## src/rtl/bus_fault_pkg.sv

```systemverilog
package bus_fault_pkg;
  localparam int FLT_W = 16;
  localparam int N_SYS = 2;

  // bit positions fixed by software decoding
  localparam int B_PROT_CPU = 0;
  localparam int B_PROT_EXT = 1;
  localparam int B_PARITY   = 2;
  localparam int B_ADDR_MEM = 5;
  localparam int B_SYS0     = 7;
  localparam int B_ADDR_IO  = 8;
  localparam int B_SYS1_A   = 13;
  localparam int B_SYS1_B   = 15;

  function automatic logic [FLT_W-1:0] bit_of(int pos);
    logic [FLT_W-1:0] v;
    v = '0;
    v[pos] = 1'b1;
    return v;
  endfunction

  function automatic logic [FLT_W-1:0] sys_mask(int idx);
    case (idx)
      0:       return bit_of(B_SYS0);
      1:       return bit_of(B_SYS1_A) | bit_of(B_SYS1_B);
      default: return '0;
    endcase
  endfunction

  localparam logic [FLT_W-1:0] IMPL_MASK =
      bit_of(B_PROT_CPU) | bit_of(B_PROT_EXT) | bit_of(B_PARITY) |
      bit_of(B_ADDR_MEM) | bit_of(B_ADDR_IO)  | sys_mask(0) | sys_mask(1);
endpackage

```

## src/rtl/bus_fault_edge_sync.sv

```systemverilog
module bus_fault_edge_sync #(
  parameter int STAGES = 2
) (
  input  logic clk_i,
  input  logic rst_ni,
  input  logic async_i,
  output logic rise_o
);
  localparam int SR_W = STAGES + 1;

  logic [SR_W-1:0] sr_q;

  always_ff @(posedge clk_i or negedge rst_ni) begin
    if (!rst_ni) sr_q <= '0;
    else         sr_q <= {sr_q[SR_W-2:0], async_i};
  end

  // sr_q[STAGES-1] is the last synchronizer flop, sr_q[STAGES] its history
  assign rise_o = sr_q[STAGES-1] & ~sr_q[STAGES];
endmodule

```

## src/rtl/bus_fault_route.sv

```systemverilog
module bus_fault_route
  import bus_fault_pkg::*;
(
  input  logic             clk_i,
  input  logic             rst_ni,
  input  logic             bus_busy_i,
  input  logic             cyc_cpu_i,
  input  logic             cyc_io_i,
  input  logic             prot_err_ni,
  input  logic             par_err_ni,
  input  logic             addr_err_ni,
  output logic [FLT_W-1:0] set_o
);
  logic busy_q;
  logic cyc_end;

  always_ff @(posedge clk_i or negedge rst_ni) begin
    if (!rst_ni) busy_q <= 1'b0;
    else         busy_q <= bus_busy_i;
  end

  assign cyc_end = busy_q & ~bus_busy_i;

  always_comb begin
    set_o = '0;
    if (cyc_end) begin
      if (!prot_err_ni) set_o |= cyc_cpu_i ? bit_of(B_PROT_CPU) : bit_of(B_PROT_EXT);
      if (!par_err_ni)  set_o |= bit_of(B_PARITY);
      if (!addr_err_ni) set_o |= cyc_io_i ? bit_of(B_ADDR_IO) : bit_of(B_ADDR_MEM);
    end
  end
endmodule

```

## src/rtl/bus_fault_bank.sv

```systemverilog
module bus_fault_bank
  import bus_fault_pkg::*;
(
  input  logic             clk_i,
  input  logic             rst_ni,
  input  logic [FLT_W-1:0] set_i,
  input  logic             clr_we_i,
  input  logic [FLT_W-1:0] clr_data_i,
  output logic [FLT_W-1:0] q_o
);
  logic [FLT_W-1:0] q_q, clr_v, q_d;

  assign clr_v = clr_we_i ? clr_data_i : '0;
  // set wins over clear; unimplemented bits held at zero
  assign q_d   = ((q_q & ~clr_v) | set_i) & IMPL_MASK;

  always_ff @(posedge clk_i or negedge rst_ni) begin
    if (!rst_ni) q_q <= '0;
    else         q_q <= q_d;
  end

  assign q_o = q_q;
endmodule

```

## src/rtl/bus_fault_reg.sv

```systemverilog
module bus_fault_reg
  import bus_fault_pkg::*;
#(
  parameter int SYNC_STAGES = 2
) (
  input  logic             clk_i,
  input  logic             rst_ni,
  input  logic             bus_busy_i,
  input  logic             cyc_cpu_i,
  input  logic             cyc_io_i,
  input  logic             prot_err_ni,
  input  logic             par_err_ni,
  input  logic             addr_err_ni,
  input  logic [N_SYS-1:0] sys_flt_i,
  input  logic             clr_we_i,
  input  logic [FLT_W-1:0] clr_data_i,
  output logic [FLT_W-1:0] fault_o,
  output logic             irq_o
);
  logic [FLT_W-1:0] bus_set, sys_set, all_set;
  logic [N_SYS-1:0] sys_rise;

  bus_fault_route u_route (
    .clk_i       (clk_i),
    .rst_ni      (rst_ni),
    .bus_busy_i  (bus_busy_i),
    .cyc_cpu_i   (cyc_cpu_i),
    .cyc_io_i    (cyc_io_i),
    .prot_err_ni (prot_err_ni),
    .par_err_ni  (par_err_ni),
    .addr_err_ni (addr_err_ni),
    .set_o       (bus_set)
  );

  for (genvar k = 0; k < N_SYS; k++) begin : g_sys
    bus_fault_edge_sync #(.STAGES(SYNC_STAGES)) u_sync (
      .clk_i   (clk_i),
      .rst_ni  (rst_ni),
      .async_i (sys_flt_i[k]),
      .rise_o  (sys_rise[k])
    );
  end

  always_comb begin
    sys_set = '0;
    for (int k = 0; k < N_SYS; k++)
      if (sys_rise[k]) sys_set |= sys_mask(k);
  end

  assign all_set = bus_set | sys_set;

  bus_fault_bank u_bank (
    .clk_i      (clk_i),
    .rst_ni     (rst_ni),
    .set_i      (all_set),
    .clr_we_i   (clr_we_i),
    .clr_data_i (clr_data_i),
    .q_o        (fault_o)
  );

  assign irq_o = |fault_o;
endmodule

```

## config.mk

```make
export PLATFORM = sky130hd
export DESIGN_NAME = bus_fault_reg
export DESIGN_NICKNAME = d
export VERILOG_FILES = /design/src/rtl/bus_fault_pkg.sv /design/src/rtl/bus_fault_edge_sync.sv /design/src/rtl/bus_fault_route.sv /design/src/rtl/bus_fault_bank.sv /design/src/rtl/bus_fault_reg.sv
export SDC_FILE = /design/constraint.sdc
export NUM_CORES = 1
export LEC_CHECK = 0
export BUFFER_PORTS_ARGS = -buffer_cell sky130_fd_sc_hd__buf_2
export CAP_MARGIN = 15
export CORE_UTILIZATION = 41
export DETAILED_ROUTE_END_ITERATION = 7
export PLACE_DENSITY = 0.8
export SETUP_SLACK_MARGIN = 0.5
export SLEW_MARGIN = 20
export SYNTH_ARGS = -nofsm -noshare
export SYNTH_HDL_FRONTEND = slang
export SYNTH_SLANG_ARGS = --single-unit
```

## constraint.sdc

```tcl
create_clock -name clk_i -period 2.2 [get_ports clk_i]
set_input_delay 0.44 -clock clk_i [delete_from_list [all_inputs] [get_ports clk_i]]
set_output_delay 0.44 -clock clk_i [all_outputs]
set_load 0.05 [all_outputs]
```

* After elaboration in Yosys (flattened, before gate mapping) *
Cells that the tools add are included.

cells by class
  order comparisons = 0
  eq/ne operators = 0
  shifts and indexed selects = 0
  divide/modulo/power cells = 0
  add/sub/neg operators = 0
  reduce and logical (&&, ||, !) cells = 1
  multipliers = 0
  mux-type cells = 11
  bitwise gates (word level) = 12

operators with widths
  kind                                           number
  16-bit 2-to-1 mux                              6
  16-bit bitwise OR                              3
  16-bit bitwise AND                             1
  16-bit inverter                                1
  8-bit by 16-bit bitwise OR with 16-bit output  1
  9-bit 2-to-1 mux                               1
  8-bit 2-to-1 mux                               1
  8-bit OR reduction                             1
  2-bit 2-to-1 mux                               2
  1-bit bitwise AND                              3
  3-bit 2-to-1 mux                               1
  1-bit inverter                                 3

storage, ports and cells
  logic and storage cells = 28
  memories = 0
  bits in read-only memories = 0
  bits of input ports = 27
  flip-flop bits (word level) = 15
  latch bits = 0
  output and inout bits = 17
  bits in writable memories = 0

* Logic depth before layout (Yosys ltp) *
  depth in word-level cells = 9
  depth in mapped cells = 3

* Hierarchy *
A second synthesis with hierarchy kept.

unflattened totals
  cell total of the unflattened synthesis = 68
  area total of the unflattened synthesis = 757.0 um2

modules (own cells, without submodules)
  module               area an instance (um2)  times used  cells an instance
  bus_fault_bank       361.6                   1           34
  bus_fault_edge_sync  88.8                    2           4
  bus_fault_route      167.7                   1           18
  bus_fault_reg        50.0                    1           8

* Least setup slack after synthesis *
Ideal clock, no wire load.

  kind = reg2out
  start = register u_bank.q_q[7], in the netlist u_bank.q_o[7]
  end = output irq_o
  arrival = 1203 ps
  buffers on the path = 0
  stages on the path, launching flop included = 3
  setup slack = 557 ps
  path through = dfrtp_1 > nor4_1 > nand2_1

between the ends
  cells in the longest elaborated chain, start to end = 1

RTL lines
  what                    RTL line              text
  from (decl)             bus_fault_bank.sv:11  logic [FLT_W-1:0] q_q, clr_v, q_d;
  from (signal assigned)  bus_fault_bank.sv:19  else q_q <= q_d;
  8-bit OR reduction      bus_fault_reg.sv:61   assign irq_o = |fault_o;
  to (decl)               bus_fault_reg.sv:18   output logic irq_o

Every way passes these cells.

* Worst setup path after layout *
Ends and elaborated chain as after synthesis.

==> metrics <==
WL per Instance=approximately 11 um; Comb pwr share=a little over a quarter; crit start category=flop; critical path capture point type=output port; final setup vio count=0; first-pass GRT wire length=approximately 1.4 mm; footprint of the multi-input gates=approximately 200 um^2; Max Fclk=~590 MHz; Port Buffer Count=27; Clk pin slew, worst setup/hold paths=about 0.090 ns; worst reg2reg endpoint=u_bank.q_o[0]; layout cells sized above 1=between 40% and 50%; Worst EP arrival=1.26 ns; CTS tree=done; Routed Antenna Nets=0; DR pass1 iterations=4; Syn Area/Cell=approximately 12 um^2; most common cell after layout, fill and taps aside=buf_2; Core Rows=13; period utilization=a little under 80%; Worst R2R Setup Slack=around 1.3 ns; Area growth syn-to-layout=27.5%; Max IR drop VDD=around 430 uV; post-synthesis instance area=~600 um^2; Sink Count=15; count of final hold-check violations=0; Final #Nets=between 100 and 150; ant diodes=0; R2R Path Start=u_route.busy_q; CTS max path bufs=2; RD Place Congestion=0.595; cell depth of the worst flop-to-flop path=2; Mapped Cells=52; # fillers=roughly 120; initial antenna violation count=0; Yosys reg bits=15; RSZ-0062 raised after global routing=yes; Yosys cell types=15; sw frac=around 35%; core area=~1400 um^2; Switch Pwr=~230 uW; Root Driver=clkbuf_4; largest net degree at the start of global routing=16; DP HPWL=859 um; setup_tns=0 ns; Flop pwr share=49.3%; register area=approximately 380 um^2; Inst Count DP=92; H-Tree Depth=1; die width=between 40 and 50 um; overflow left after global routing=0; IO Pins=44; vias in the first global route=roughly 320; crit-path max FO=2; gr usage total=14.5%; critical path class=reg -> out; DRT Wirelength=~1.1 mm; detailed-route via count=about 450; power share of the clock group=about 24%; Clock Skew=about 0.0028 ns; Via density=approximately 4.6; count of pins over their slew limit=0; synthesis warning total=0; Starting Density=45.8%; Die Ht=approximately 41 um; residual DRC count=0; Skew-Pair Late Insertion Delay=about 0.28 ns; Post-Layout Cell Count=slightly below 100; sequential share of the synthesized area=60.7%; Inserted Clock Buffers=3; CP required=about 1.8 ns; outcome=finished clean; internal power=between 400 and 500 uW; max-cap viol count=0; die area=around 1700 um^2; most frequent cells in the layout=buf_2, dfrtp_1, conb_1, nand2_1, a22o_1; Final min period=~1.7 ns; worst hold-check path type=in -> async; pwr dens=812 nW/um^2; Iter 0 DRT Violations=4; leakage power=0.000439 uW
metal layers:
metal / vias to the layer above / track usage, % / share of wire (%)
met3: 2 / 8.15 / 6.9
met5: - / 0 / 0
li1: 218 / - / -
met4: 0 / 7.50 / 1.1
met2: 22 / 18.4 / 50
met1: 204 / 19.2 / 42
power groups by stage:
stage	Sequential, uW	Combinational [uW]	Clock (uW)
final	316	170	154
after global routing	319	180	172
after CTS	314	170	162
after detailed placement	319	161	0
after global placement	318	160	0
after floorplan	374	71.4	0
logic make-up (layout without fill, tap and decap cells):
| family | count (synthesis) | after routing | share of synthesized area, % |
|---|---|---|---|
| flops | 15 | 15 | 60.7 |
| other cells | 1 | 8 | 0.607 |
| compound gates | 8 | 8 | 11.3 |
| buf+inv | 13 | 37 | 14.0 |
| simple gates | 15 | 15 | 13.4 |
through the flow:
stage | setup slack [ns] | hold WS (ns) | instance area, um^2 | util [%] | total power (uW)
finish | 0.504 | 0.0404 | 788 | 58.4 | 640
global route | 0.448 | 0.0568 | 788 | 58.4 | 671
CTS | 0.508 | 0.0454 | 782 | 57.9 | 646
detailed placement | 0.775 | 0.339 | 727 | 53.8 | 481
global placement | 0.770 | 0.334 | 727 | 53.8 | 478
floorplan | 0.557 | 0.144 | 644 | - | 446
what timing repair did:
item,in CTS,in global routing
gates resized for setup,3,1
setup endpoints to repair,1,1
hold buffers,0,0
buffers inserted,2,0
critical path, cell delays in order (launching register included):
cell and delay [ns]:
dfrtp_1 0.40, nor4_2 0.31, nand2_1 0.10, buf_6 0.16
layout make-up:
type,instances,share of cell area (%)
Sequential cell,15,47.6
Clock inverter,1,0.635
Tap cell,15,2.38
Clock buffer,3,2.86
Timing Repair Buffer,29,19.8
Inverter,4,1.90
Multi-Input combinational cell,31,24.8
synth_stat cells:
cell,number,share of area (%)
buf_6,1,1.8
a22o_1,5,7.1
conb_1,1,0.61
nor3b_2,1,2.0
nor2_1,1,0.61
nand2_1,7,4.3
nor2b_2,1,1.4
buf_4,8,9.7
nor2b_1,1,1.0
a32o_2,1,1.8
nor4_1,2,2.0
inv_1,4,2.4
a21o_1,2,2.4
dfrtp_1,15,61
nand2_2,2,2.0
sequential cells by signal (all words and copies together), names as in the netlist:
signal / cells
u_bank.q_o: 8
g_sys.u_sync.sr_q: 6
u_route.busy_q: 1
worst max-delay path by stage:
| stage | startpoint | to | slack, ns | depth (start not counted) |
|---|---|---|---|---|
| finish | u_bank.q_o[7] | irq_o | 0.50 | 3 |
| global route | u_bank.q_o[7] | irq_o | 0.45 | 3 |
| CTS | u_bank.q_o[7] | irq_o | 0.51 | 3 |
| floorplan | u_bank.q_o[7] | irq_o | 0.56 | 2 |
| detailed placement | u_bank.q_o[7] | irq_o | 0.78 | 3 |
| global placement | u_bank.q_o[7] | irq_o | 0.77 | 3 |
(Power assumes the default switching activity.)
